## config.mk

```make
export PLATFORM = sky130hd
export DESIGN_NAME = lcd_raster_timer
export DESIGN_NICKNAME = d
export VERILOG_FILES = /design/src/rtl/lcd_tg_pkg.sv /design/src/rtl/lcd_tg_regs.sv /design/src/rtl/lcd_tg_clkdiv.sv /design/src/rtl/lcd_tg_seq.sv /design/src/rtl/lcd_tg_acbias.sv /design/src/rtl/lcd_raster_timer.sv
export SDC_FILE = /design/constraint.sdc
export NUM_CORES = 1
export LEC_CHECK = 0
export ABC_AREA = 1
export BUFFER_PORTS_ARGS = -buffer_cell sky130_fd_sc_hd__buf_2
export CAP_MARGIN = 0
export CORE_MARGIN = 2
export CORE_UTILIZATION = 45
export CTS_CLUSTER_DIAMETER = 100
export DETAILED_ROUTE_END_ITERATION = 10
export PLACE_DENSITY_LB_ADDON = 0.25
export SYNTH_ARGS = -nofsm -noshare
export SYNTH_HDL_FRONTEND = slang
export SYNTH_SLANG_ARGS = --single-unit
```

## constraint.sdc

```tcl
create_clock -name clk -period 2.25 [get_ports clk]
set_clock_uncertainty 0.05 [all_clocks]
set_input_delay 0.45 -clock clk [delete_from_list [all_inputs] [get_ports clk]]
set_output_delay 0.45 -clock clk [all_outputs]
set_load 0.05 [all_outputs]
```

## src/rtl/lcd_tg_pkg.sv

```systemverilog
package lcd_tg_pkg;
    localparam int REG_W    = 32;
    localparam int ADDR_W   = 2;
    localparam int PIX_W    = 10;
    localparam int SYNC_W   = 6;
    localparam int PORCH_W  = 8;
    localparam int LINE_W   = 10;
    localparam int DIV_W    = 8;
    localparam int ACB_W    = 8;

    typedef enum logic [2:0] {
        H_IDLE, H_SYNC, H_BACK, H_ACT, H_FRONT
    } hphase_e;

    typedef enum logic [1:0] {
        V_SYNC, V_BACK, V_ACT, V_FRONT
    } vphase_e;

    typedef struct packed {
        logic [PIX_W-1:0]   ppl_m1;
        logic [SYNC_W-1:0]  hsw_m1;
        logic [PORCH_W-1:0] hfp_m1;
        logic [PORCH_W-1:0] hbp_m1;
        logic [LINE_W-1:0]  lpp_m1;
        logic [SYNC_W-1:0]  vsw_m1;
        logic [PORCH_W-1:0] vfp;
        logic [PORCH_W-1:0] vbp;
        logic [DIV_W-1:0]   div;
        logic [ACB_W-1:0]   acb;
        logic               inv_vs;
        logic               inv_hs;
        logic               edge_sel;
        logic               inv_de;
        logic [LINE_W-1:0]  line_cmp;
    } tcfg_t;
endpackage

```

## src/rtl/lcd_tg_regs.sv

```systemverilog
module lcd_tg_regs import lcd_tg_pkg::*; #(
    parameter int MIN_DIV_TFT     = 2,
    parameter int MIN_DIV_PASSIVE = 3
) (
    input  logic              clk,
    input  logic              rst_n,
    input  logic              run,
    input  logic              panel_tft,
    input  logic              we,
    input  logic [ADDR_W-1:0] addr,
    input  logic [REG_W-1:0]  wdata,
    output tcfg_t             cfg
);
    localparam logic [DIV_W-1:0] MIN_T = DIV_W'(MIN_DIV_TFT);
    localparam logic [DIV_W-1:0] MIN_P = DIV_W'(MIN_DIV_PASSIVE);

    tcfg_t            shd;
    logic [DIV_W-1:0] div_min;
    logic [DIV_W-1:0] div_eff;

    always_ff @(posedge clk) begin
        if (!rst_n) begin
            shd <= '0;
        end else if (we) begin
            unique case (addr)
                2'd0: begin
                    shd.ppl_m1 <= wdata[9:0];
                    shd.hsw_m1 <= wdata[15:10];
                    shd.hfp_m1 <= wdata[23:16];
                    shd.hbp_m1 <= wdata[31:24];
                end
                2'd1: begin
                    shd.lpp_m1 <= wdata[9:0];
                    shd.vsw_m1 <= wdata[15:10];
                    shd.vfp    <= wdata[23:16];
                    shd.vbp    <= wdata[31:24];
                end
                2'd2: begin
                    shd.div      <= wdata[7:0];
                    shd.acb      <= wdata[15:8];
                    shd.inv_vs   <= wdata[20];
                    shd.inv_hs   <= wdata[21];
                    shd.edge_sel <= wdata[22];
                    shd.inv_de   <= wdata[23];
                end
                2'd3: begin
                    shd.line_cmp <= wdata[9:0];
                end
            endcase
        end
    end

    assign div_min = panel_tft ? MIN_T : MIN_P;
    assign div_eff = (shd.div < div_min) ? div_min : shd.div;

    // working copy only follows the shadow while idle
    always_ff @(posedge clk) begin
        if (!rst_n) begin
            cfg     <= '0;
            cfg.div <= MIN_P;
        end else if (!run) begin
            cfg     <= shd;
            cfg.div <= div_eff;
        end
    end
endmodule

```

## src/rtl/lcd_tg_clkdiv.sv

```systemverilog
module lcd_tg_clkdiv #(
    parameter int DW = 8
) (
    input  logic          clk,
    input  logic          rst_n,
    input  logic          run,
    input  logic [DW-1:0] div,
    output logic          tick
);
    logic [DW-1:0] cnt;
    logic          at_end;

    assign at_end = (cnt == div - DW'(1));
    assign tick   = run && at_end;

    always_ff @(posedge clk) begin
        if (!rst_n)
            cnt <= '0;
        else if (!run || at_end)
            cnt <= '0;
        else
            cnt <= cnt + DW'(1);
    end
endmodule

```

## src/rtl/lcd_tg_seq.sv

```systemverilog
module lcd_tg_seq import lcd_tg_pkg::*; (
    input  logic  clk,
    input  logic  rst_n,
    input  logic  run,
    input  logic  tick,
    input  tcfg_t cfg,
    output logic  hs_raw,
    output logic  vs_raw,
    output logic  de_raw,
    output logic  frame_pulse,
    output logic  line_pulse,
    output logic  line_done
);
    hphase_e           hst, hst_n;
    vphase_e           vst, vst_n;
    logic [PIX_W-1:0]  hcnt, hcnt_n, h_lim;
    logic [LINE_W-1:0] vcnt, vcnt_n;
    logic              v_last;
    logic              line_end;

    always_comb begin
        unique case (hst)
            H_SYNC:  h_lim = PIX_W'(cfg.hsw_m1);
            H_BACK:  h_lim = PIX_W'(cfg.hbp_m1);
            H_ACT:   h_lim = cfg.ppl_m1;
            H_FRONT: h_lim = PIX_W'(cfg.hfp_m1);
            default: h_lim = '0;
        endcase
    end

    always_comb begin
        unique case (vst)
            V_SYNC:  v_last = (vcnt == LINE_W'(cfg.vsw_m1));
            V_BACK:  v_last = ((vcnt + LINE_W'(1)) == LINE_W'(cfg.vbp));
            V_ACT:   v_last = (vcnt == cfg.lpp_m1);
            V_FRONT: v_last = ((vcnt + LINE_W'(1)) == LINE_W'(cfg.vfp));
            default: v_last = 1'b1;
        endcase
    end

    // next-state logic
    always_comb begin
        hst_n    = hst;
        hcnt_n   = hcnt;
        vst_n    = vst;
        vcnt_n   = vcnt;
        line_end = 1'b0;
        if (!run) begin
            hst_n  = H_IDLE;
            hcnt_n = '0;
            vst_n  = V_SYNC;
            vcnt_n = '0;
        end else if (hst == H_IDLE) begin
            hst_n = H_SYNC;
        end else if (tick) begin
            if (hcnt == h_lim) begin
                hcnt_n = '0;
                unique case (hst)
                    H_SYNC:  hst_n = H_BACK;
                    H_BACK:  hst_n = H_ACT;
                    H_ACT:   hst_n = H_FRONT;
                    H_FRONT: begin
                        hst_n    = H_SYNC;
                        line_end = 1'b1;
                    end
                    default: hst_n = H_IDLE;
                endcase
            end else begin
                hcnt_n = hcnt + PIX_W'(1);
            end
        end
        if (line_end) begin
            if (v_last) begin
                vcnt_n = '0;
                unique case (vst)
                    V_SYNC:  vst_n = (cfg.vbp != '0) ? V_BACK : V_ACT;
                    V_BACK:  vst_n = V_ACT;
                    V_ACT:   vst_n = (cfg.vfp != '0) ? V_FRONT : V_SYNC;
                    V_FRONT: vst_n = V_SYNC;
                    default: vst_n = V_SYNC;
                endcase
            end else begin
                vcnt_n = vcnt + LINE_W'(1);
            end
        end
    end

    // state register
    always_ff @(posedge clk) begin
        if (!rst_n) begin
            hst  <= H_IDLE;
            hcnt <= '0;
            vst  <= V_SYNC;
            vcnt <= '0;
        end else begin
            hst  <= hst_n;
            hcnt <= hcnt_n;
            vst  <= vst_n;
            vcnt <= vcnt_n;
        end
    end

    // outputs
    always_comb begin
        hs_raw      = run && (hst == H_SYNC);
        vs_raw      = run && (hst != H_IDLE) && (vst == V_SYNC);
        de_raw      = run && (hst == H_ACT) && (vst == V_ACT);
        frame_pulse = tick && de_raw && (hcnt == '0) && (vcnt == '0);
        line_pulse  = tick && (hst == H_SYNC) && (hcnt == '0) &&
                      (vst == V_ACT) && (vcnt == cfg.line_cmp);
        line_done   = line_end;
    end
endmodule

```

## src/rtl/lcd_tg_acbias.sv

```systemverilog
module lcd_tg_acbias #(
    parameter int CW = 8
) (
    input  logic          clk,
    input  logic          rst_n,
    input  logic          run,
    input  logic          line_done,
    input  logic [CW-1:0] count,
    output logic          ac
);
    logic [CW-1:0] seen;

    always_ff @(posedge clk) begin
        if (!rst_n) begin
            seen <= '0;
            ac   <= 1'b0;
        end else if (!run || count == '0) begin
            seen <= '0;
            ac   <= 1'b0;
        end else if (line_done) begin
            if (seen + CW'(1) == count) begin
                seen <= '0;
                ac   <= ~ac;
            end else begin
                seen <= seen + CW'(1);
            end
        end
    end
endmodule

```

## src/rtl/lcd_raster_timer.sv

```systemverilog
module lcd_raster_timer import lcd_tg_pkg::*; #(
    parameter int MIN_DIV_TFT     = 2,
    parameter int MIN_DIV_PASSIVE = 3
) (
    input  logic              clk,
    input  logic              rst_n,
    input  logic              enable,
    input  logic              panel_tft,
    input  logic              cfg_we,
    input  logic [ADDR_W-1:0] cfg_addr,
    input  logic [REG_W-1:0]  cfg_wdata,
    output logic              pix_ce,
    output logic              hsync,
    output logic              vsync,
    output logic              de,
    output logic              pix_edge_sel,
    output logic              ac_bias,
    output logic              frame_strobe,
    output logic              line_strobe
);
    tcfg_t act_cfg;
    logic  tick;
    logic  hs_raw, vs_raw, de_raw;
    logic  line_done;
    logic  acb_zero;

    lcd_tg_regs #(
        .MIN_DIV_TFT    (MIN_DIV_TFT),
        .MIN_DIV_PASSIVE(MIN_DIV_PASSIVE)
    ) u_regs (
        .clk      (clk),
        .rst_n    (rst_n),
        .run      (enable),
        .panel_tft(panel_tft),
        .we       (cfg_we),
        .addr     (cfg_addr),
        .wdata    (cfg_wdata),
        .cfg      (act_cfg)
    );

    lcd_tg_clkdiv #(.DW(DIV_W)) u_div (
        .clk  (clk),
        .rst_n(rst_n),
        .run  (enable),
        .div  (act_cfg.div),
        .tick (tick)
    );

    lcd_tg_seq u_seq (
        .clk        (clk),
        .rst_n      (rst_n),
        .run        (enable),
        .tick       (tick),
        .cfg        (act_cfg),
        .hs_raw     (hs_raw),
        .vs_raw     (vs_raw),
        .de_raw     (de_raw),
        .frame_pulse(frame_strobe),
        .line_pulse (line_strobe),
        .line_done  (line_done)
    );

    lcd_tg_acbias #(.CW(ACB_W)) u_acb (
        .clk      (clk),
        .rst_n    (rst_n),
        .run      (enable),
        .line_done(line_done),
        .count    (act_cfg.acb),
        .ac       (ac_bias)
    );

    assign pix_ce       = tick;
    assign hsync        = hs_raw ^ act_cfg.inv_hs;
    assign vsync        = vs_raw ^ act_cfg.inv_vs;
    assign de           = de_raw ^ act_cfg.inv_de;
    assign pix_edge_sel = act_cfg.edge_sel;
    assign acb_zero     = (act_cfg.acb == '0);
endmodule

```

After elaboration in Yosys (flattened, before gate mapping)
Index checks and enable logic that the tools add are counted.
Widths: inputs -> output; s select.
{"block": "word_totals", "regBits": 230, "inputBits": 39, "output_inout_bits": 8, "word_cells": 133}
{"block": "classes", "add_sub_neg": 5, "n_lt_le_gt_ge": 1, "eq_ne": 19, "mux": 24, "bitwise": 7, "n_reduce_logical": 39}
{"op": "$mux 10", "count": 4}
{"op": "$pmux 10 s4", "count": 1}
{"op": "$eq 10x10->1", "count": 3}
{"op": "$add 10x1->10 const B", "count": 2}
{"op": "$eq 10x8->1", "count": 2}
{"op": "$logic_not 10->1", "count": 2}
{"op": "$reduce_and 2->1", "count": 9}
{"op": "$add 8x1->8 const B", "count": 2}
{"op": "$eq 8x8->1", "count": 2}
{"op": "$mux 8", "count": 2}
{"op": "$reduce_bool 8->1", "count": 2}
{"op": "$logic_and 1x1->1", "count": 13}
{"op": "$pmux 3 s4", "count": 1}
{"op": "$eq 10x6->1", "count": 1}
{"op": "$mux 2", "count": 5}
{"op": "$mux 1", "count": 9}
{"op": "$eq 2x2->1 const B", "count": 4}
{"op": "$logic_not 8->1", "count": 1}
{"op": "$lt 8x8->1", "count": 1}
{"op": "$pmux 2 s4", "count": 1}
{"op": "$sub 8x1->8 const B", "count": 1}
{"op": "$eq 3x2->1 const B", "count": 2}
{"op": "$eq 2x1->1 const B", "count": 2}
{"op": "$logic_not 2->1", "count": 2}
{"op": "13 further kinds", "count": 21}

Depth between registers and ports, before layout
{"block": "logic_depth", "depth_word": 8, "mapped_depth": 19, "ltp_nobuf": 19}

Modules after synthesis
A second synthesis with hierarchy kept.
{"block": "unflattened", "hier_cells": 1599, "area_unflattened_um2": 11031.8}
{"module": "lcd_tg_regs", "n_inst": 1, "cells_per_inst": 817, "area_each_um2": 6577.6, "seq_area_each_um2": 3763.6}
{"module": "lcd_tg_seq", "n_inst": 1, "cells_per_inst": 501, "area_each_um2": 2793.9, "seq_area_each_um2": 500.5}
{"module": "lcd_tg_acbias", "n_inst": 1, "cells_per_inst": 157, "area_each_um2": 932.1, "seq_area_each_um2": 180.2}
{"module": "lcd_tg_clkdiv", "n_inst": 1, "cells_per_inst": 109, "area_each_um2": 671.9, "seq_area_each_um2": 160.2}
{"module": "lcd_raster_timer", "n_inst": 1, "cells_per_inst": 15, "area_each_um2": 56.3, "seq_area_each_um2": 0.0}

Worst setup path before layout
Ideal clock, no wire load.
{"block": "synth_path", "path_kind": "register to output", "from": "register, netlist name u_regs.cfg[22]", "to": "output line_strobe", "arrival_ns": 2.366, "required_time_ns": 1.750, "slack_ns": -0.616, "stages_incl_launch_ff": 13, "n_path_buf": 0, "path_cell_list": "dfxtp_1 -> inv_1 -> ha_1 -> inv_1 -> nand2_1 -> nand2_1 -> nand2_1 -> nand2_1 -> nor2_1 -> nand2_1 -> nor2_1 -> nand4_1 -> nor3_1"}
{"block": "synth_via", "elab_chain_len": 7}
{"element": "$sub 8x1->8", "line_no": "lcd_tg_clkdiv.sv:13", "source": "assign at_end = (cnt == div - DW'(1));"}
{"element": "$eq 8x8->1", "line_no": "lcd_tg_clkdiv.sv:13"}
{"element": "$logic_and 1x1->1", "line_no": "lcd_tg_clkdiv.sv:14", "source": "assign tick = run && at_end;"}
{"element": "$logic_and 1x1->1 (3 in series)", "line_no": "lcd_tg_seq.sv:109", "source": "line_pulse = tick && (hst == H_SYNC) && (hcnt == '0) &&"}
{"element": "$logic_and 1x1->1", "line_no": "lcd_tg_seq.sv:110", "source": "(vst == V_ACT) && (vcnt == cfg.line_cmp);"}
{"element": "end, declared", "line_no": "lcd_raster_timer.sv:19", "source": "output logic line_strobe"}
Every way passes these cells.

Worst setup path in the final report
{"block": "layout_path", "from": "register, netlist name u_regs.cfg[22]", "to": "output line_strobe"}
{"block": "layout_via", "elab_chain_len": 7}
{"element": "$sub 8x1->8", "line_no": "lcd_tg_clkdiv.sv:13"}
{"element": "$eq 8x8->1", "line_no": "lcd_tg_clkdiv.sv:13"}
{"element": "$logic_and 1x1->1", "line_no": "lcd_tg_clkdiv.sv:14"}
{"element": "$logic_and 1x1->1 (3 in series)", "line_no": "lcd_tg_seq.sv:109"}
{"element": "$logic_and 1x1->1", "line_no": "lcd_tg_seq.sv:110"}
Every way passes these cells.

==> reports/metrics.cfg <==
[global_routing]
grt_antenna_before_repair = 0
overflow = 0
grt_pass1_wl_mm = 48.3
grt_max_degree = 97
grt_use_total_pct = 25.4
grt_pass1_vias = 9017

[power]
switchingPower_mw = 2.27
irDropWorstVdd_uv = 601
comb_power_share_pct = 8.9
power_frac_seq_pct = 45.7
p_sw_share_pct = 24.3
intPower_mw = 7.10
p_leak_nw = 5.41
p_clk_share_pct = 45.4
power.density_nw_per_um2 = 727

[setup_path]
critPathMaxFanout = 3
worst_setup_path_start_kind = flip-flop
cp.required_ps = 1750
cp_data_arrival_time_ps = 2180
critical_path_class = reg -> out
end_kind = primary output

[clocking]
clkSinkCount = 230
holdBufCountCts = 0
cts_made_buffers = 25
ctsRootBufferMaster = clkbuf_16
cts.htree.levels = 1
clk_latency_ps = 530
tritoncts = done
cts_buffer_depth = 3
cts.reportedPaths.clkPinSlew_ps = 60

[yosys]
synth.distinct_cells = 37
yosysWarnings = 0
synth_fp_nets = 1460
netlist_area_um2 = 10200
synth-seq-cells = 230
ys_seq_area_share_pct = 45.3
avgSynthCellArea_um2 = 7.19
synthCells = 1414

[sta]
tightest_slew_ps = 752
finalCriticalPeriod_ps = 2680
slew_viol_final = 0
setup_violations = 40
relSlewSlack_pct = 49.7
fmax_ghz = 0.373
hold_viol = 0
layout_setup_ws_ps = -434
holdWs_ps = 151
min_period_over_period_pct = 119
rsz0062_at_grt = yes

[placed_design]
numPortBuffers = 46
place_hpwl_mm = 21.4
place_congestion = 0.898

[floorplanning]
die_area_um2 = 23800
die_h_um = 154
dieWidth_um = 154
io_pins = 47
start_util_pct = 45.3
num_rows = 55
coreArea_um2 = 22400

[cells_and_area]
antennaDiodeCount = 0
areaGrowthSynthToFinish_pct = 26.8
finalCoreUtilization_pct = 57.5
finalNetCount = 1585
drive_above_1_share_pct = 21.1
num-fill-cells = 2078

[drt]
drc = 0
wire_per_inst_um = 16.5
drt_wl_total_mm = 30.4
vias = 9693
drtAntennaViolNets = 0
drtIter0Drc = 619
first_pass_iters = 5
via_per_inst = 5.27

[min_path]
hold_class = in -> reg

[run_status]
violations = negative setup slack
status = finished, violations left

[run]
maxCapViolations = 0

path summary, 6_finish.rpt:
kind	startpoint	to	slack, ps	cells past startpoint
setup reg to reg	u_seq.hst[1]$_SDFFE_PP0P_	u_seq.vcnt[0]$_SDFFE_PN0P_	-210	20
hold / removal	cfg_wdata[18]	u_regs.shd[72]$_SDFFE_PN0P_	150	3
setup / recovery	u_regs.cfg[22]$_SDFFE_PN1N_	line_strobe	-430	12
hold reg to reg	u_regs.shd[78]$_SDFFE_PN0P_	u_regs.shd[78]$_SDFFE_PN0P_	400	2
worst max-delay path: stages, from the launching register on:
cell and delay (ps):
dfxtp_2 350, inv_4 50, ha_4 250, inv_2 30, nand2_1 40, nand4_1 90
nor2_2 120, nand2_1 70, nor2_2 100, nand4_1 100, buf_6 160, nor3_4 120
buf_6 180
Yosys cell counts:
cell type | n | area share [%]
nand3b_4 | 1 | 0.20
o21ai_0 | 167 | 8.2
nand3b_1 | 1 | 0.074
nand2_1 | 276 | 10
o211ai_1 | 2 | 0.15
o22ai_1 | 22 | 1.4
dfxtp_1 | 230 | 45
nor3_1 | 16 | 0.79
nand3_4 | 1 | 0.17
a21oi_1 | 60 | 3.0
nand4_1 | 30 | 1.8
inv_1 | 152 | 5.6
clkbuf_1 | 49 | 1.8
nand3_2 | 2 | 0.20
nor3b_1 | 3 | 0.22
o21bai_1 | 2 | 0.15
a211oi_1 | 3 | 0.22
buf_4 | 5 | 0.37
nor2_2 | 6 | 0.37
nand2_2 | 2 | 0.12
buf_6 | 3 | 0.33
ha_1 | 7 | 0.86
xor2_1 | 25 | 2.2
nor4_1 | 7 | 0.43
xnor2_1 | 4 | 0.34
buf_2 | 4 | 0.20
or2_2 | 4 | 0.25
buf_8 | 1 | 0.15
nor3_2 | 2 | 0.20
nor2_1 | 212 | 7.8
clkinv_2 | 1 | 0.049
buf_1 | 1 | 0.037
nand3_1 | 69 | 3.4
nor2_4 | 4 | 0.44
a22o_1 | 32 | 2.8
o21ai_1 | 4 | 0.20
inv_2 | 4 | 0.15
cell type report:
class	instances	area, µm²	area share [%]
timing repair inverter	1	8.76	0.0679
multi-input combinational	964	5160	40.0
inverter	157	602	4.67
clock inverter	8	125	0.970
clock buffer	36	727	5.64
sequential	230	4620	35.8
tap	285	357	2.76
timing repair buffer	160	1300	10.0
through the flow:
stage | instances | power, mW | setup slack (ps) | area [µm²] | setup TNS (ps)
final | 1841 | 9.38 | -434 | 12900 | -5810
after global routing | 1841 | 9.68 | -578 | 12900 | -10930
after CTS | 1831 | 9.37 | -501 | 12400 | -3570
after detailed placement | 1772 | 5.12 | -231 | 11300 | -2470
after global placement | 1772 | 5.11 | -236 | 11300 | -2080
after floorplan | 1414 | 4.81 | -44.2 | 10300 | -429
kinds of logic (layout without fill, tap and decap cells):
| family | after synthesis | after routing | synth area share (%) |
|---|---|---|---|
| AOI/OAI and AO/OA | 292 | 292 | 16.0 |
| and+or+nand+nor | 636 | 636 | 26.7 |
| buffers and inverters | 220 | 362 | 8.70 |
| DFF | 230 | 230 | 45.3 |
| xor gates and xnor gates | 29 | 29 | 2.50 |
| adders and majority gates | 7 | 7 | 0.861 |
placed cells by master, fill, tap and decap left out, types with 8 or more instances in the layout:
cell	synthesis	final
a21oi_2	0	8
buf_6	3	30
nor3_1	16	10
nor2_2	6	16
o21ai_0	167	155
dfxtp_2	0	8
nand2_2	2	22
nor2_4	4	12
o21ai_1	4	11
a22o_1	32	32
nor2_1	212	194
nand2_1	276	250
nand3_2	2	13
nand4_1	30	30
xor2_1	25	21
clkbuf_16	0	26
o22ai_1	22	22
inv_1	152	146
buf_4	5	83
buf_2	4	40
a21oi_1	60	52
nand3_1	69	55
dfxtp_1	230	221
power groups by stage:
| stage | clock network (mW) | registers [mW] | logic, mW |
|---|---|---|---|
| final | 4.25 | 4.29 | 0.834 |
| after global routing | 4.46 | 4.30 | 0.921 |
| after CTS | 4.31 | 4.28 | 0.783 |
| after detailed placement | 0 | 4.38 | 0.740 |
| after global placement | 0 | 4.37 | 0.735 |
| after floorplan | 0 | 4.35 | 0.451 |
registers in the layout, indices dropped and copies added (netlist names):
register and count:
u_regs.cfg 94, u_seq.vcnt 10, u_seq.vst 2, u_regs.shd 94
u_acb.seen 8, u_acb.ac 1, u_seq.hst 3, u_seq.hcnt 10
u_div.cnt 8
per-layer routing:
metal  vias to the layer above  global-route usage (%)  wire, µm
met5                         -                       0         0
met4                         0                    7.94       873
met3                        58                    3.45      1890
met2                       306                    39.9     13400
met1                      4448                    36.4     14300
li1                       4881                       -         -
repair_timing:
item | in CTS | in global routing
pin swaps | 21 | 25
setup buffers | 13 | 13
gates cloned | 3 | 1
gates resized for setup | 59 | 108
setup endpoints to repair | 39 | 40
No activity file was read; power rests on OpenSTA's default activity.
